### src/rtl/bmu_pkg.sv
package bmu_pkg;
  localparam int REG_AW = 3;
  localparam logic [REG_AW-1:0] OFF_CTRL  = 3'd0;
  localparam logic [REG_AW-1:0] OFF_ADDRA = 3'd1;
  localparam logic [REG_AW-1:0] OFF_ADDRB = 3'd2;
  localparam logic [REG_AW-1:0] OFF_DVAL  = 3'd3;
  localparam logic [REG_AW-1:0] OFF_DMASK = 3'd4;

  // control fields, bit 0 is the enable
  typedef struct packed {
    logic dir;     // bit 6: 1 = read
    logic dir_en;  // bit 5
    logic sz;      // bit 4: 1 = word
    logic sz_en;   // bit 3
    logic inv;     // bit 2: match on inequality
    logic range;   // bit 1
    logic en;      // bit 0
  } ctrl_t;

  localparam int CTRL_W = $bits(ctrl_t);

  typedef enum logic [1:0] {
    CMP_EQ = 2'd0,
    CMP_GE = 2'd1,
    CMP_LE = 2'd2
  } cmp_kind_e;
endpackage

### src/rtl/bmu_cfg_regs.sv
module bmu_cfg_regs
  import bmu_pkg::*;
#(
  parameter int ADDR_W = 16,
  parameter int DATA_W = 16,
  parameter int CFG_W  = 16
) (
  input  logic                clk,
  input  logic                rst,
  input  logic                we,
  input  logic [REG_AW-1:0]   waddr,
  input  logic [CFG_W-1:0]    wdata,
  output ctrl_t               ctrl,
  output logic [ADDR_W-1:0]   addr_a,
  output logic [ADDR_W-1:0]   addr_b,
  output logic [DATA_W-1:0]   dval,
  output logic [DATA_W-1:0]   dmask
);
  always_ff @(posedge clk) begin
    if (rst) begin
      ctrl   <= '0;
      addr_a <= '0;
      addr_b <= '0;
      dval   <= '0;
      dmask  <= '0;
    end else if (we) begin
      case (waddr)
        OFF_CTRL:  ctrl   <= ctrl_t'(wdata[CTRL_W-1:0]);
        OFF_ADDRA: addr_a <= wdata[ADDR_W-1:0];
        OFF_ADDRB: addr_b <= wdata[ADDR_W-1:0];
        OFF_DVAL:  dval   <= wdata[DATA_W-1:0];
        OFF_DMASK: dmask  <= wdata[DATA_W-1:0];
        default: ;
      endcase
    end
  end


  cfg_reset_chk: assert property (@(posedge clk) disable iff (rst)
    $past(rst) |-> (ctrl == '0 && addr_a == '0 && addr_b == '0 && dval == '0 && dmask == '0));
endmodule

### src/rtl/bmu_addr_cmp.sv
module bmu_addr_cmp
  import bmu_pkg::*;
#(
  parameter int        ADDR_W = 16,
  parameter cmp_kind_e KIND   = CMP_EQ
) (
  input  logic [ADDR_W-1:0] bus_addr,
  input  logic [ADDR_W-1:0] ref_addr,
  output logic              hit
);
  generate
    if (KIND == CMP_EQ) begin : g_eq
      assign hit = (bus_addr == ref_addr);
    end else if (KIND == CMP_GE) begin : g_ge
      assign hit = (bus_addr >= ref_addr);
    end else begin : g_le
      assign hit = (bus_addr <= ref_addr);
    end
  endgenerate
endmodule

### src/rtl/bmu_data_cmp.sv
module bmu_data_cmp #(
  parameter int BYTE_W = 8,
  localparam int LANES = 2,
  localparam int DATA_W = LANES * BYTE_W
) (
  input  logic              clk,
  input  logic              rst,
  input  logic              inv,
  input  logic              word,
  input  logic [DATA_W-1:0] val,
  input  logic [DATA_W-1:0] mask,
  input  logic [DATA_W-1:0] bus_data,
  output logic              data_ok
);
  // lane 0 = upper byte (address n), lane 1 = lower byte (address n+1)
  logic              hi_used;
  logic [LANES-1:0]  lane_on;
  logic [DATA_W-1:0] emask;
  logic [DATA_W-1:0] diff;

  assign hi_used    = |mask[DATA_W-1 -: BYTE_W];
  assign lane_on[0] = word | hi_used;
  assign lane_on[1] = word | ~hi_used;

  generate
    for (genvar l = 0; l < LANES; l++) begin : g_lane
      localparam int TOP = DATA_W - 1 - l * BYTE_W;
      assign emask[TOP -: BYTE_W] = mask[TOP -: BYTE_W] & {BYTE_W{lane_on[l]}};
    end
  endgenerate

  assign diff    = (bus_data ^ val) & emask;
  assign data_ok = inv ? (|diff) : ~(|diff);


  eq_open_mask_chk: assert property (@(posedge clk) disable iff (rst)
    (!inv && mask == '0) |-> data_ok);

  inv_closed_mask_chk: assert property (@(posedge clk) disable iff (rst)
    (inv && mask == '0) |-> !data_ok);

  byte_hi_lane_chk: assert property (@(posedge clk) disable iff (rst)
    (!word && !inv && hi_used &&
     ((bus_data[DATA_W-1 -: BYTE_W] ^ val[DATA_W-1 -: BYTE_W]) & mask[DATA_W-1 -: BYTE_W]) == '0)
    |-> data_ok);
endmodule

### src/rtl/bus_match_unit.sv
module bus_match_unit
  import bmu_pkg::*;
#(
  parameter int  ADDR_W = 16,
  parameter int  BYTE_W = 8,
  localparam int DATA_W = 2 * BYTE_W,
  localparam int CFG_W  = (ADDR_W > DATA_W) ? ADDR_W : DATA_W
) (
  input  logic              clk,
  input  logic              rst,
  input  logic              cfg_we,
  input  logic [2:0]        cfg_addr,
  input  logic [CFG_W-1:0]  cfg_wdata,
  input  logic              bus_valid,
  input  logic [ADDR_W-1:0] bus_addr,
  input  logic [DATA_W-1:0] bus_data,
  input  logic              bus_rd,
  input  logic              bus_word,
  output logic              match_o
);
  localparam int NCMP = 3;

  ctrl_t             ctrl;
  logic [ADDR_W-1:0] addr_a, addr_b;
  logic [DATA_W-1:0] dval, dmask;
  logic [NCMP-1:0]   hit;
  logic              data_ok, addr_ok, size_ok, dir_ok, cond, match_q;

  bmu_cfg_regs #(.ADDR_W(ADDR_W), .DATA_W(DATA_W), .CFG_W(CFG_W)) u_regs (
    .clk(clk), .rst(rst), .we(cfg_we), .waddr(cfg_addr), .wdata(cfg_wdata),
    .ctrl(ctrl), .addr_a(addr_a), .addr_b(addr_b), .dval(dval), .dmask(dmask)
  );

  // hit[0]: equal to A, hit[1]: at or above A, hit[2]: at or below B
  generate
    for (genvar i = 0; i < NCMP; i++) begin : g_cmp
      localparam cmp_kind_e K = (i == 0) ? CMP_EQ : ((i == 1) ? CMP_GE : CMP_LE);
      bmu_addr_cmp #(.ADDR_W(ADDR_W), .KIND(K)) u_cmp (
        .bus_addr(bus_addr),
        .ref_addr((i == 2) ? addr_b : addr_a),
        .hit(hit[i])
      );
    end
  endgenerate

  bmu_data_cmp #(.BYTE_W(BYTE_W)) u_data (
    .clk(clk), .rst(rst), .inv(ctrl.inv), .word(bus_word),
    .val(dval), .mask(dmask), .bus_data(bus_data), .data_ok(data_ok)
  );

  assign addr_ok = ctrl.range ? (hit[1] & hit[2]) : hit[0];
  assign size_ok = ctrl.range | ~ctrl.sz_en | (bus_word == ctrl.sz);
  assign dir_ok  = ~ctrl.dir_en | (bus_rd == ctrl.dir);
  assign cond    = bus_valid & ctrl.en & addr_ok & size_ok & dir_ok & data_ok;

  always_ff @(posedge clk) begin
    if (rst) match_q <= 1'b0;
    else     match_q <= cond;
  end

  assign match_o = match_q;


  valid_gate_chk: assert property (@(posedge clk) disable iff (rst)
    !bus_valid |=> !match_o);

  disabled_chk: assert property (@(posedge clk) disable iff (rst)
    !ctrl.en |=> !match_o);

  range_bounds_chk: assert property (@(posedge clk) disable iff (rst)
    (ctrl.range && bus_valid && ctrl.en) ##1 match_o |->
      ($past(bus_addr) >= $past(addr_a) && $past(bus_addr) <= $past(addr_b)));

  single_addr_chk: assert property (@(posedge clk) disable iff (rst)
    (!ctrl.range && bus_addr != addr_a) |=> !match_o);

  dir_qual_chk: assert property (@(posedge clk) disable iff (rst)
    (ctrl.dir_en && bus_rd != ctrl.dir) |=> !match_o);

  size_qual_chk: assert property (@(posedge clk) disable iff (rst)
    (!ctrl.range && ctrl.sz_en && bus_word != ctrl.sz) |=> !match_o);
endmodule

### config.mk
export PLATFORM = sky130hd
export DESIGN_NAME = bus_match_unit
export DESIGN_NICKNAME = d
export VERILOG_FILES = /design/src/rtl/bmu_pkg.sv /design/src/rtl/bmu_cfg_regs.sv /design/src/rtl/bmu_addr_cmp.sv /design/src/rtl/bmu_data_cmp.sv /design/src/rtl/bus_match_unit.sv
export SDC_FILE = /design/constraint.sdc
export NUM_CORES = 1
export LEC_CHECK = 0
export BUFFER_PORTS_ARGS = -buffer_cell sky130_fd_sc_hd__clkbuf_2
export CORE_MARGIN = 5
export CORE_UTILIZATION = 50
export DETAILED_ROUTE_END_ITERATION = 16
export GPL_TIMING_DRIVEN = 0
export PLACE_DENSITY = 0.75
export RECOVER_POWER = 50
export SLEW_MARGIN = 5
export SYNTH_ARGS = -nofsm -noshare
export SYNTH_HDL_FRONTEND = slang
export SYNTH_SLANG_ARGS = --single-unit
### constraint.sdc
create_clock -name clk -period 1.7 [get_ports clk]
set_input_delay 0.17 -clock clk [delete_from_list [all_inputs] [get_ports clk]]
set_output_delay 0.17 -clock clk [all_outputs]
set_load 0.02 [all_outputs]
==> results of run 1 <==
==> Yosys cell counts (2+ instances only) <==
master / count
buf_2: 7
o21ai_0: 4
o21a_1: 2
a21oi_1: 79
a21o_1: 4
nand4_1: 7
xor2_1: 18
nor3_1: 3
nor2_1: 5
inv_1: 32
nand3_1: 2
nor4_1: 2
and3_1: 2
dfxtp_1: 72
ha_1: 32
nand2_1: 147
nor2b_1: 4
a22oi_1: 8
clkbuf_1: 13
==> stage by stage <==
stage	util, %	area (sq um)	setup WS (ns)	hold slack [ns]	std cells
2_1_floorplan	-	3620	0.00771	0.306	466
3_3_place_gp	56.4	4030	-0.202	0.443	621
3_5_place_dp	56.4	4030	-0.309	0.447	621
4_1_cts	60.5	4320	-0.125	0.0784	638
5_1_grt	61.1	4360	-0.262	0.100	639
6_report	61.1	4360	-0.181	0.0925	639
==> worst max-delay path: stages (launching register included) <==
cell and delay [ns]:
dfxtp_2 0.34, inv_2 0.05, ha_4 0.26, nand4_1 0.13
nor3_2 0.25, nand4_1 0.21, a21o_1 0.24, a31oi_4 0.21
a2111oi_4 0.05
==> metal layers <==
metal	vias up	wire length (um)	track usage (%)
met5	-	0	0
li1	1685	-	-
met2	86	4410	37.6
met1	1486	3870	27.2
met4	0	152	7.45
met3	15	514	3.43
==> cell usage in the layout (no fill, tap or decap), drive strengths merged, types with 3 or more instances in the layout <==
cell and count:
nand2 148, nand4 7, nor2b 4, o21ai 5, nor2 6, dfxtp 72, xor2 18, a21o 4
a21oi 79, inv 32, buf 8, ha 32, a22oi 8, clkbuf 81, nor3 3
==> registers in the layout (all words and copies together) (netlist names) <==
register       flops
u_regs.addr_a     16
u_regs.addr_b     16
u_regs.ctrl        7
u_regs.dmask      16
match_o            1
u_regs.dval       16
==> timing repair <==
| item | 4_1_cts | 5_1_grt |
|---|---|---|
| setup buffers | 1 | 1 |
| resized for setup | 13 | 10 |
| setup endpoints to repair | 1 | 1 |
| hold buffers | 0 | 0 |
| pin swaps | 10 | 4 |
==> kinds of logic after synthesis <==
family,share of synthesized area [%]
and+or+nand+nor,21.3
adders and majority gates,11.1
AOI/OAI and AO/OA,17.1
xor gates and xnor gates,4.63
DFF,40.1
buffers and inverters,5.77
==> final timing paths <==
check,start,endpoint,slack [ns],cells after the start
setup / recovery,u_regs.addr_b[15]$_SDFFE_PP0P_,match_o$_SDFF_PP0_,-0.18,8
hold / removal,cfg_wdata[13],u_regs.dmask[13]$_SDFFE_PP0P_,0.09,3
hold reg to reg,u_regs.addr_a[14]$_SDFFE_PP0P_,u_regs.addr_a[14]$_SDFFE_PP0P_,0.46,2
setup reg to reg,u_regs.addr_b[15]$_SDFFE_PP0P_,match_o$_SDFF_PP0_,-0.18,8
==> power breakdown <==
group,leakage [nW],internal [W],switching (W)
logic,0.954,0.000174,0.000245
registers,0.585,0.00172,0.0000210
clock network,0.109,0.000871,0.000664
total,1.65,0.00277,0.000930
==> final cells by class <==
class	instances	area, sq um
Timing Repair Buffer	58	292
Clock inverter	6	92.6
Multi-Input combinational cell	341	2060
Fill cell	695	2780
Sequential cell	72	1450
Clock buffer	10	138
Inverter	32	120
Tap cell	99	124
Buffer	21	85.1
==> results.md, run 1 <==
- Worst slew pin tran: 0.536 ns
- Total Neg Setup Slack: -0.181 ns
- Share of cells above drive strength 1: 18.5%
- CP Data Arrival Time: 2.10 ns
- Routed via count: 3,272
- Synth-to-layout area growth: 21.2%
- Nets: 624
- Worst-skew pair later-pin latency: 0.34 ns
- Yosys top cell by area: dfxtp_1
- Port Buf Inserts: 56
- Clock Sinks: 72
- First-pass GRT wire length: 15.1 mm
- Startpoint Class: register
- Largest net degree at the start of global routing: 14
- CTS H-tree depth: 3
- Worst vdd ir: 698 uV
- Mapped Area: 0.00360 sq mm
- FMAX: 0.532 GHz
- Hold Vio Cnt, Final: 0
- Row count: 31
- Full die area: 0.00899 sq mm
- 1st-iter DRT viols: 195
- Leak: 1.65 nW
- Layout Skew: 0.0111 ns
- Max transition margin: 64.3%
- Initial Util: 50.4%
- Vias in the first global route: 3,302
- TritonCTS clock tree: done
- Number of nets with antenna violations after routing: 0
- Gate Count Post-Synth: 466
- Crit path required time: 1.92 ns
- Drt total wl: 8.94 mm
- Final worst-path setup slack: -0.181 ns
- Worst Hold Class: in2reg
- Clk root buf: clkbuf_8
- Post-synthesis async set-or-reset flop share: 0%
- Top_reg_cell synth: dfxtp_1
- Routed len/inst: 14.0 um
- IO Pins: 58
- Final setup violation count: 1
- CTS clk-pin slew, worst paths: 0.09 ns
- Post-synth EDFFs: 0
- # DRC: 0
- Final min period: 1.88 ns
- CP endpoint kind: register
- CTS Buf Count: 9
- Mean post-synth cell area: 7.72 sq um
- Mapped Nets: 555
- Crit path kind: reg2reg
- Synth unique cells: 42
- Antenna violations before repair: 0
- Power, Total: 0.00370 W
- Gr ovfl total: 0
- DP HPWL: 6.98 mm
- Max-slew violations: 0
- Top-area cell type share of the netlist area: 40.1%
- Status: complete, but fails checks
- Main area contributors after synthesis: dfxtp_1, nand2_1, ha_1, a21oi_1, xor2_1
- Power Dens Cells: 847 mW/mm^2
- #FFs+latches synth: 72
- Chip Width: 94.8 um
- Placer congestion estimate: 0.930
- RSZ-0062 raised after global routing: true
- Tcrit/Tclk final: 111%
- Clock tree buffer depth: 2
- Yosys warning count: 0
- DR vias/cell: 5.12
- Die height: 94.8 um
- Seq/Total Area, Yosys: 40.1%
- Total track usage: 21.7%
- Failing checks: negative setup slack
- Total of max-cap violations: 0
- First drt pass iteration count: 4
- Area of the core: 0.00714 sq mm
- Critical path peak fanout: 2
- Antenna Cells: 0
(Power assumes the default switching activity.)
==> run 2, diff against run 1 <==
--- a/config.mk
+++ b/config.mk
@@ -6,6 +6,7 @@
 export NUM_CORES = 1
 export LEC_CHECK = 0
 export BUFFER_PORTS_ARGS = -buffer_cell sky130_fd_sc_hd__clkbuf_2
+export CORE_ASPECT_RATIO = 1.75
 export CORE_MARGIN = 5
 export CORE_UTILIZATION = 50
 export DETAILED_ROUTE_END_ITERATION = 16
==> run 2 against run 1 <==
- the flow still finishes with violations (negative setup slack)
- clock power rose by 43%
- global-route usage fell by 0.074 points
- utilization increased by 0.97 points
==> results.md, run 2 (same netlist as run 1, synthesis figures left out) <==
- Worst-skew pair later-pin latency: 0.33 ns
- Total track usage: 21.6%
- Full die area: 0.00906 sq mm
- Register-to-register setup slack: -0.18 ns
- Reg2Reg Depth: 7
- Largest net degree at the start of global routing: 13
- First-pass GRT wire length: 14.9 mm
- Hold Vio Cnt, Final: 0
- Most frequent cells in the layout: nand2_1, a21oi_1, dfxtp_1
- Clk pwr share: 50.4%
- Port Buf Inserts: 56
- Leak: 1.70 nW
- Die height: 122 um
- Comb pwr share: 9.4%
- Area of the core: 0.00713 sq mm
- Clk root buf: clkbuf_16
- R2R Path End: match_o$_SDFF_PP0_
- Switching pwr: 0.000942 W
- CP endpoint kind: register
- RR Startpoint: u_regs.addr_b[5]$_SDFFE_PP0P_
- Status: complete, but fails checks
- Initial Util: 50.4%
- Sequential share of power: 40.2%
- Most common cell after layout, fill and taps aside: nand2_1
- Max-slew violations: 0
- Gr ovfl total: 0
- FMAX: 0.532 GHz
- Clock Sinks: 72
- TritonCTS clock tree: done
- Routed len/inst: 14.6 um
- Antenna violations before repair: 0
- CTS H-tree depth: 3
- Final min period: 1.88 ns
- Switching Share: 21.7%
- Worst Hold Class: in2reg
- Drt total wl: 9.12 mm
- Power Dens Cells: 982 mW/mm^2
- Synth-to-layout area growth: 23.0%
- Placer congestion estimate: 0.845
- DP HPWL: 7.16 mm
- CTS Buf Count: 9
- Internal power: 0.00340 W
- Crit path required time: 1.93 ns
- Share of cells above drive strength 1: 16.9%
- DR vias/cell: 5.28
- IO Pins: 58
- Layout Skew: 0.00504 ns
- Total of max-cap violations: 0
- First drt pass iteration count: 5
- Startpoint Class: register
- Final setup violation count: 1
- Chip Width: 74.1 um
- # DRC: 0
- Nets: 623
- Antenna Cells: 0
- Row count: 41
- Routed via count: 3,298
- Worst Setup Slack post-DPL: -0.362 ns
- Crit path kind: reg2reg
- Worst vdd ir: 1150 uV
- Hold wc startpoint: cfg_wdata[14]
- Hold_buf cts: 0
- Tcrit/Tclk final: 111%
- Failing checks: negative setup slack
- Number of nets with antenna violations after routing: 0
- Crit path launch: u_regs.addr_b[5]$_SDFFE_PP0P_
- Worst Setup EP: match_o$_SDFF_PP0_
- Clock tree buffer depth: 2
- Final worst-path setup slack: -0.180 ns
- CP Data Arrival Time: 2.11 ns
- RSZ-0062 raised after global routing: true
- 1st-iter DRT viols: 127
- WHS: 0.112 ns
- Max transition margin: 62.3%
- Vias in the first global route: 3,320
- Worst slew pin tran: 0.565 ns
- CTS clk-pin slew, worst paths: 0.06 ns
- Critical path peak fanout: 2
==> run 2: cell type report <==
| type | instances | area, sq um |
|---|---|---|
| plain buffers | 21 | 83.8 |
| clock buffers | 11 | 253 |
| clock inverters | 5 | 103 |
| fillers | 644 | 2710 |
| inverters | 32 | 120 |
| multi-input cells | 341 | 2030 |
| flip-flops and latches | 72 | 1450 |
| well taps | 86 | 108 |
| repair buffers | 57 | 284 |
==> run 2: how the worst min path moves through the flow <==
| stage | end | slack (ns) | depth (start not counted) |
|---|---|---|---|
| final | u_regs.addr_b[14]$_SDFFE_PP0P_ | 0.11 | 3 |
| after global routing | u_regs.addr_a[15]$_SDFFE_PP0P_ | 0.11 | 3 |
| after CTS | u_regs.addr_b[14]$_SDFFE_PP0P_ | 0.10 | 3 |
| after detailed placement | u_regs.addr_a[14]$_SDFFE_PP0P_ | 0.45 | 2 |
| after global placement | u_regs.ctrl[0]$_SDFFE_PP0P_ | 0.44 | 2 |
| after floorplan | u_regs.addr_a[10]$_SDFFE_PP0P_ | 0.31 | 2 |
==> run 2: power by group through the flow <==
stage / clock network, W / registers, W / logic (W)
final: 0.00219 / 0.00175 / 0.000410
after global placement: 0 / 0.00178 / 0.000385
after detailed placement: 0 / 0.00178 / 0.000398
after CTS: 0.00221 / 0.00174 / 0.000411
after global routing: 0.00229 / 0.00175 / 0.000461
after floorplan: 0 / 0.00178 / 0.000225
==> run 2: through the flow <==
stage | utilization [%] | area, sq um | cells | total power [W] | setup TNS, ns
after floorplan | - | 3620 | 466 | 0.00200 | 0
after global routing | 62.1 | 4430 | 625 | 0.00450 | -0.289
after CTS | 62.0 | 4420 | 625 | 0.00436 | -0.126
final | 62.1 | 4430 | 625 | 0.00435 | -0.180
after detailed placement | 56.2 | 4010 | 608 | 0.00218 | -0.362
after global placement | 56.2 | 4010 | 608 | 0.00216 | -0.301
==> run 2: routing by layer <==
metal | up-vias | track usage, % | share of wire (%)
li1 | 1689 | - | -
met1 | 1523 | 23.5 | 37
met2 | 70 | 38.7 | 56
met3 | 16 | 3.96 | 4.2
met4 | 0 | 10.8 | 2.6
met5 | - | 0 | 0
==> run 2: critical path, cell delays in order, from the launching register on <==
cell and delay [ns]:
dfxtp_1 0.32, inv_1 0.05, ha_1 0.28, a21o_1 0.18, a221o_1 0.31, a21boi_0 0.27, a31oi_1 0.18, a2111oi_4 0.19
==> run 2: timing repair <==
item | CTS | global route
setup buffers | 1 | 0
setup endpoints to repair | 1 | 1
pin swaps | 7 | 2
resized for setup | 12 | 1
